File: src/rtl/bank_addr_map.sv
module bank_addr_map #(
  parameter int OFS_W         = 7,
  parameter int LOW_RAM_BASE  = 32,
  parameter int HIGH_RAM_BASE = 16,
  parameter int SHARED_LEN    = 16,
  parameter bit MIRROR_EN     = 1'b1
) (
  input  logic               clk,
  input  logic               rst_n,
  input  logic               acc_en,
  input  logic               acc_wr,
  input  logic [OFS_W-1:0]   acc_ofs,
  input  logic [7:0]         wdata,
  output logic [7:0]         rdata,
  output logic [OFS_W+1:0]   phys_addr,
  output logic               ram_sel,
  output logic               core_sel,
  output logic               rd_zero
);
  localparam int ADDR_W = OFS_W + 2;
  localparam int DEPTH  = 1 << ADDR_W;
  localparam logic [OFS_W-1:0] LO_BASE   = OFS_W'(LOW_RAM_BASE);
  localparam logic [OFS_W-1:0] HI_BASE   = OFS_W'(HIGH_RAM_BASE);
  localparam logic [OFS_W-1:0] SH_BASE   = OFS_W'((1 << OFS_W) - SHARED_LEN);
  localparam logic [OFS_W-1:0] O_PCL     = OFS_W'(2);
  localparam logic [OFS_W-1:0] O_STAT    = OFS_W'(3);
  localparam logic [OFS_W-1:0] O_PTR     = OFS_W'(4);
  localparam logic [OFS_W-1:0] O_LATCH   = OFS_W'(10);
  localparam logic [OFS_W-1:0] O_ICTL    = OFS_W'(11);

  logic [7:0] pcl_q, stat_q, ptr_q, latch_q, ictl_q;
  logic [7:0] mem [DEPTH];

  logic              indir;
  logic [ADDR_W-1:0] full;
  logic [1:0]        bank;
  logic [OFS_W-1:0]  eoff;
  logic [OFS_W-1:0]  floor_ofs;
  logic              shared;
  logic [7:0]        core_rd;
  logic              wr_go;

  assign indir     = (acc_ofs == '0);
  assign full      = indir ? ADDR_W'({stat_q[7], ptr_q}) : {stat_q[6:5], acc_ofs};
  assign bank      = full[ADDR_W-1 -: 2];
  assign eoff      = full[OFS_W-1:0];
  assign floor_ofs = bank[1] ? HI_BASE : LO_BASE;
  assign ram_sel   = (eoff >= floor_ofs);
  assign shared    = MIRROR_EN && (eoff >= SH_BASE);
  assign core_sel  = !ram_sel && (eoff == O_PCL || eoff == O_STAT || eoff == O_PTR ||
                                  eoff == O_LATCH || eoff == O_ICTL);
  assign rd_zero   = !ram_sel && !core_sel;
  assign phys_addr = !ram_sel ? '0 : shared ? {2'b00, eoff} : full;
  assign wr_go     = acc_en && acc_wr;

  always_comb begin
    case (eoff)
      O_PCL:   core_rd = pcl_q;
      O_STAT:  core_rd = stat_q;
      O_PTR:   core_rd = ptr_q;
      O_LATCH: core_rd = latch_q;
      O_ICTL:  core_rd = ictl_q;
      default: core_rd = 8'h00;
    endcase
  end

  assign rdata = ram_sel ? mem[phys_addr] : core_sel ? core_rd : 8'h00;

  always_ff @(posedge clk) begin
    if (wr_go && ram_sel) mem[phys_addr] <= wdata;
  end

  always_ff @(posedge clk or negedge rst_n) begin
    if (!rst_n) begin
      pcl_q   <= '0;
      stat_q  <= '0;
      ptr_q   <= '0;
      latch_q <= '0;
      ictl_q  <= '0;
    end else if (wr_go && core_sel) begin
      case (eoff)
        O_PCL:   pcl_q   <= wdata;
        O_STAT:  stat_q  <= wdata;
        O_PTR:   ptr_q   <= wdata;
        O_LATCH: latch_q <= wdata;
        O_ICTL:  ictl_q  <= wdata;
        default: ;
      endcase
    end
  end

  // one target class per access
  a_r10_one_target: assert property (@(posedge clk) disable iff (!rst_n)
    $countones({ram_sel, core_sel, rd_zero}) == 1);

  // zero-reading location returns zero
  a_r8_zero_read: assert property (@(posedge clk) disable iff (!rst_n)
    rd_zero |-> rdata == 8'h00);

  // writes to nothing leave the core registers untouched
  a_r4_write_dropped: assert property (@(posedge clk) disable iff (!rst_n)
    (wr_go && rd_zero) |=> ($stable(stat_q) && $stable(ptr_q) && $stable(pcl_q) &&
                            $stable(latch_q) && $stable(ictl_q)));

  // shared window always lands in bank 0
  a_r6_shared_bank0: assert property (@(posedge clk) disable iff (!rst_n)
    (ram_sel && MIRROR_EN && acc_ofs >= SH_BASE && !indir) |-> phys_addr[ADDR_W-1 -: 2] == 2'b00);

  // resolved RAM offset is never below the floor of its physical bank
  a_r7_ram_floor: assert property (@(posedge clk) disable iff (!rst_n)
    ram_sel |-> phys_addr[OFS_W-1:0] >= (phys_addr[ADDR_W-1] ? HI_BASE : LO_BASE));

  // status only moves on a core write
  a_r9_status_hold: assert property (@(posedge clk) disable iff (!rst_n)
    !(wr_go && core_sel) |=> $stable(stat_q));
endmodule

File: config.mk
export PLATFORM = sky130hd
export DESIGN_NAME = bank_addr_map
export DESIGN_NICKNAME = d
export VERILOG_FILES = /design/src/rtl/bank_addr_map.sv
export SDC_FILE = /design/constraint.sdc
export NUM_CORES = 2
export LEC_CHECK = 0
export BUFFER_PORTS_ARGS = -buffer_cell sky130_fd_sc_hd__buf_4
export CAP_MARGIN = 20
export CORE_ASPECT_RATIO = 1.4
export CORE_MARGIN = 3
export CORE_UTILIZATION = 45
export DETAILED_ROUTE_END_ITERATION = 16
export PLACE_DENSITY_LB_ADDON = 0.05
export SETUP_SLACK_MARGIN = 0.05
export SYNTH_ARGS = -nofsm -noshare
export SYNTH_HDL_FRONTEND = slang
export SYNTH_SLANG_ARGS = --single-unit
File: constraint.sdc
create_clock -name clk -period 13.7 [get_ports clk]
set_input_delay 2.055 -clock clk [delete_from_list [all_inputs] [get_ports clk]]
set_output_delay 2.055 -clock clk [all_outputs]
set_load 0.05 [all_outputs]
Yosys cells after proc, flatten, opt, wreduce, memory -nomap -nowiden
Memory sizes are Yosys's and may differ from the RTL's.
Index checks and enable logic that the tools add are counted.
{"block": "totals", "ff_bits": 40, "ramBits": 4096, "inputBits": 19, "out_inout_bits": 20, "elab_cells": 39, "memories": 1}
{"block": "classes", "n_lt_le_gt_ge": 2, "eq_ne": 5, "muxes": 9, "n_reduce_logical": 17}
{"name": "mem", "words": 512, "width": 8, "rd": 1, "rd_ports_with_merged_regs": 0, "write_ports": 1, "line_no": "32", "rtl": "logic [7:0] mem [DEPTH];"}
{"operator": "$pmux W8 S5", "n": 1}
{"operator": "$mux W9", "n": 3}
{"operator": "$mux W8", "n": 2}
{"operator": "$eq A7 B2 Y1 const B", "n": 2}
{"operator": "$eq A7 B4 Y1 const B", "n": 2}
{"operator": "$reduce_and A2 Y1", "n": 5}
{"operator": "$eq A7 B3 Y1 const B", "n": 1}
{"operator": "$ge A7 B6 Y1", "n": 1}
{"operator": "$ge A7 B7 Y1 const B", "n": 1}
{"operator": "$logic_not A7 Y1", "n": 1}
{"operator": "$mux W6", "n": 1}
{"operator": "$logic_and A1 B1 Y1", "n": 5}
{"operator": "$logic_or A1 B1 Y1", "n": 4}
{"operator": "$logic_not A1 Y1", "n": 2}
{"operator": "$mux W1", "n": 2}

Longest topological paths before layout
{"block": "logic_depth", "depth_word": 10, "mapped_depth": 22, "ltp_nobuf": 16}

Worst setup path before layout
OpenSTA, ideal clock, no wires.
{"block": "synth_path", "path_kind": "input to output", "start": "in acc_ofs[6]", "end": "out rdata[1]", "t_arrival_ps": 7382, "t_required_ps": 11645, "setup_slack_ps": 4263, "path_stages": 20, "cell_sequence": "clkbuf_1 or4_1 buf_2 o41ai_4 inv_1 ha_1 nor4bb_1 o311a_1 nor2_2 inv_2 buf_2 buf_1 buf_1 clkbuf_1 a222oi_1 o2111ai_1 a21oi_1 o211ai_1 o2111ai_1 a22oi_1"}
{"block": "synth_between", "elab_cells_between_ends": 22, "cone_classes": "2 x order compare; 5 x eq/ne; 7 x mux; 7 x reduce/logical; 1 x memory"}
{"item": "start, declared", "line_no": "12", "rtl": "input logic [OFS_W-1:0] acc_ofs,"}
{"item": "$logic_not A7 Y1", "line_no": "43", "rtl": "assign indir = (acc_ofs == '0);"}
{"item": "$mux W9 *", "line_no": "44", "rtl": "assign full = indir ? ADDR_W'({stat_q[7], ptr_q}) : {stat_q[6:5], acc_ofs};"}
{"item": "$mux W6", "line_no": "47", "rtl": "assign floor_ofs = bank[1] ? HI_BASE : LO_BASE;"}
{"item": "$ge A7 B6 Y1 *", "line_no": "48", "rtl": "assign ram_sel = (eoff >= floor_ofs);"}
{"item": "net ram_sel", "line_no": "16", "rtl": "output logic ram_sel,"}
{"item": "branches (longest 3 deep; another with $mem_v2 Z512 W8)"}
{"item": "$mux W8 *", "line_no": "67", "rtl": "assign rdata = ram_sel ? mem[phys_addr] : core_sel ? core_rd : 8'h00;"}
{"item": "end, declared", "line_no": "14", "rtl": "output logic [7:0] rdata,"}
Mark *: on every way through the listed nets, which the timed path passes.

Worst setup path in the final report
{"block": "layout_path", "start": "in acc_ofs[1]", "end": "out rdata[5]"}
{"block": "layout_between", "elab_chain_cells": 10, "elab_cells_between_ends": 22, "cone_classes": "2 x order compare; 5 x eq/ne; 7 x mux; 7 x reduce/logical; 1 x memory"}
{"item": "$logic_not A7 Y1", "line_no": "43"}
{"item": "$mux W9 *", "line_no": "44"}
{"item": "branches (longest 7 deep; another with $mem_v2 Z512 W8)"}
{"item": "$mux W8 *", "line_no": "67"}
Mark *: on every way between the ends.

==> results_dict.tcl <==
set metrics [dict create \
    run_status "completed" \
    die_w_microns 502.4 \
    layout_common_cells "edfxtp_1, a22oi_1, a21oi_1" \
    finalSetupTns_ns 0 \
    vias 95010 \
    synth-edff-count 4064 \
    synthMuxAreaShare 0.008027 \
    grt_pass1_wl_microns 759000 \
    cts_tree "built" \
    antenna_found_initial 35 \
    peakVddDrop_mv 0.09868 \
    criticalPathCategory "in -> out" \
    grt_pass1_vias 93210 \
    post-route-period-util 0.8869 \
    worstHoldPathType "reg -> reg" \
    cp_cell_sequence "buf_4, or4_1, o41ai_4, inv_1, ha_1, nor4bb_1, o311a_4, nor2_4, inv_8, nand2_1, buf_4, nor2_4, buf_4, nand3_1, o22ai_1, nor4_1, nand3_1, o32a_1, buf_4" \
    synth_seq_area_share 0.7925 \
    layout-drive-gt1-share 0.1114 \
    ff_latch_area_sq_um 123000 \
    num_rows 254 \
    cts.sinks 4104 \
    start_util 0.4532 \
    cts_buffer_depth 4 \
    htreeDepth 5 \
    fillers 28410 \
    finish.utilization 0.5136 \
    final_area_sq_um 176000 \
    relSlewSlack 0.1204 \
    synth-async-reset-ratio 0.009747 \
    fin_skew_ns 0.06992 \
    die_area_sq_um 352200 \
    ctsResizeCount 0 \
    powerDensity_nw_per_um2 150.4 \
    crit_top_cell "buf_4" \
    drt-total-wl_microns 550400 \
    clock_latency_ns 0.97 \
    avgSynthCellArea_sq_um 16.79 \
    synth_compound_area_frac 0.1509 \
    p_leak_nw 54.58 \
    via_per_inst 6.569 \
    endpoint_kind "primary output" \
    numCtsBuffers 399 \
    cp_data_arrival_time_ns 10.09 \
    area_growth_pct 13.34 \
    synthAdderAreaFrac 0.0001612 \
    clk_pin_slew_ns 0.06 \
    drv_cap 0 \
    yosysWarnings 0 \
    gp_congestion 0.8753 \
    die_y_microns 701.0 \
    finalMaxSlewViolations 0 \
    multi_input_area_sq_um 30830 \
    synthCells 9247 \
    core_area_sq_um 342600 \
    ant_nets 0 \
    synth_xor_xnor_area_share 0 \
    grt_usage 0.3063 \
    instances_no_fill 14460 \
    place_area_sq_um 163200 \
    critPathSlowestCell "o22ai_1" \
    path_delay_family "simple AND/OR/NAND/NOR gates" \
    reg2reg_depth 13 \
    crit_fanout 37 \
    hold_violations 0 \
    min_period_ns 12.15 \
    postCtsHoldBufs 0 \
    tightest_slew_ns 1.302 \
    nets 9658 \
    path_buf_inv 6 \
    post-dp-hpwl_microns 324500 \
    ys_seq_elements 4104 \
    min_path_cells 1 \
    drt_pass1_iterations 9 \
    post_drt_wl_per_cell_microns 38.06 \
    cp-start-kind "input port" \
    cp.depth 19 \
    drcViolationCount 0 \
    grt_max_degree 161 \
    syn_area_sq_um 155300 \
    portBuffers 38 \
    cts_root_buffer "clkbuf_16" \
    synth_top_family_by_area "compound AO/OA/AOI/OAI gates" \
    max_freq_mhz 82.30 \
    finalSetupViolations 0 \
    crit_required_ns 11.64 \
    cts_setup_buffers 0 \
    grt.overflow.total 0 \
    pin_count 39 \
    synth_ff_type "edfxtp_1" \
    final_common_cell "edfxtp_1" \
    max_stage_delay_ns 1.10 \
    dp.cells 13710 \
    hold_ws_ns 0.5121 \
    drt_iter0_drc 12580 \
    yosys.area_share.simple 0.02721 \
    rsz0062_at_grt "no" \
    ys_types 81 \
]
## worst paths after layout
kind,endpoint,slack (ns),start
setup / recovery,rdata[5],1.55,acc_ofs[1]
hold / removal,latch_q[6],0.51,latch_q[6]
setup reg to reg,mem[313][0],6.48,ptr_q[4]
hold reg to reg,latch_q[6],0.51,latch_q[6]
max in group asynchronous,ptr_q[0],12.22,rst_n
min in group asynchronous,ictl_q[2],1.09,rst_n
## state kept, by name, summed over array words and instances, names as in the netlist
register  cells
ictl_q        8
ptr_q         8
stat_q        8
pcl_q         8
mem        4064
latch_q       8
## synth_stat cells, types with 12 or more instances
| library cell | instances | area (sq um) |
|---|---|---|
| a211oi_1 | 28 | 210.2 |
| a21o_1 | 14 | 105.1 |
| a21oi_1 | 732 | 3664 |
| a221o_1 | 15 | 150.1 |
| a221oi_1 | 36 | 315.3 |
| a222oi_1 | 220 | 2202 |
| a22o_1 | 168 | 1471 |
| a22oi_1 | 1251 | 9392 |
| a31oi_1 | 29 | 181.4 |
| a32o_1 | 66 | 660.6 |
| a41oi_1 | 40 | 350.3 |
| buf_1 | 144 | 540.5 |
| buf_2 | 177 | 885.9 |
| buf_6 | 15 | 168.9 |
| clkbuf_1 | 420 | 1577 |
| dfrtp_1 | 40 | 1001 |
| edfxtp_1 | 4064 | 122000 |
| inv_1 | 22 | 82.58 |
| mux2_2 | 60 | 675.7 |
| mux2i_1 | 57 | 570.6 |
| nand2_1 | 242 | 908.4 |
| nand3_1 | 29 | 145.1 |
| nand4_1 | 17 | 106.4 |
| nor2_1 | 534 | 2004 |
| nor3_1 | 18 | 90.09 |
| nor4_1 | 101 | 631.9 |
| o2111ai_1 | 93 | 814.5 |
| o211ai_1 | 64 | 480.5 |
| o21ai_0 | 188 | 940.9 |
| o221ai_1 | 13 | 113.9 |
| o22a_1 | 13 | 113.9 |
| o22ai_1 | 97 | 606.8 |
| o2bb2ai_1 | 24 | 210.2 |
| o31ai_1 | 29 | 217.7 |
| o41ai_1 | 44 | 385.4 |
| or4_1 | 12 | 90.09 |
## per-stage QoR
| step | power, mW | setup slack [ns] |
|---|---|---|
| finish | 26.46 | 1.550 |
| detailed placement | 15.85 | 1.562 |
| CTS | 26.56 | 1.543 |
| global placement | 15.83 | 0.7205 |
| global route | 27.11 | 1.456 |
| floorplan | 14.88 | 4.263 |
## power by group
part | total (mW) | switching (mW) | internal (mW)
clock | 10.9 | 4.81 | 6.04
sequential | 13.9 | 0.0234 | 13.9
combinational | 1.68 | 1.30 | 0.388
total | 26.5 | 6.13 | 20.3
## layer usage
metal | global-route usage | up-vias | part of all wire
li1 | - | 38930 | -
met1 | 0.3976 | 49940 | 0.38
met2 | 0.5054 | 5040 | 0.49
met3 | 0.05284 | 1084 | 0.083
met4 | 0.1392 | 10 | 0.050
met5 | 0 | - | 0.00020
## final cells by class
class	count	share of cell area
clock buffer	465	0.05875
antenna	23	0.0003271
inverter	25	0.0005831
clock inverter	259	0.01285
sequential	4104	0.6992
timing repair buffer	397	0.02122
multi-input combinational	4710	0.1752
tap	4480	0.03186
## logic make-up (layout without fill, tap and decap cells)
group	Yosys count	count (layout)
AO/OA/AOI/OAI	3250	3250
adder cells (fa/ha/maj)	2	2
buffers and inverters	784	1146
flip-flops	4104	4104
multiplexers	117	117
other	1	375
AND/OR/NAND/NOR	989	989
(Power assumes the default switching activity.)
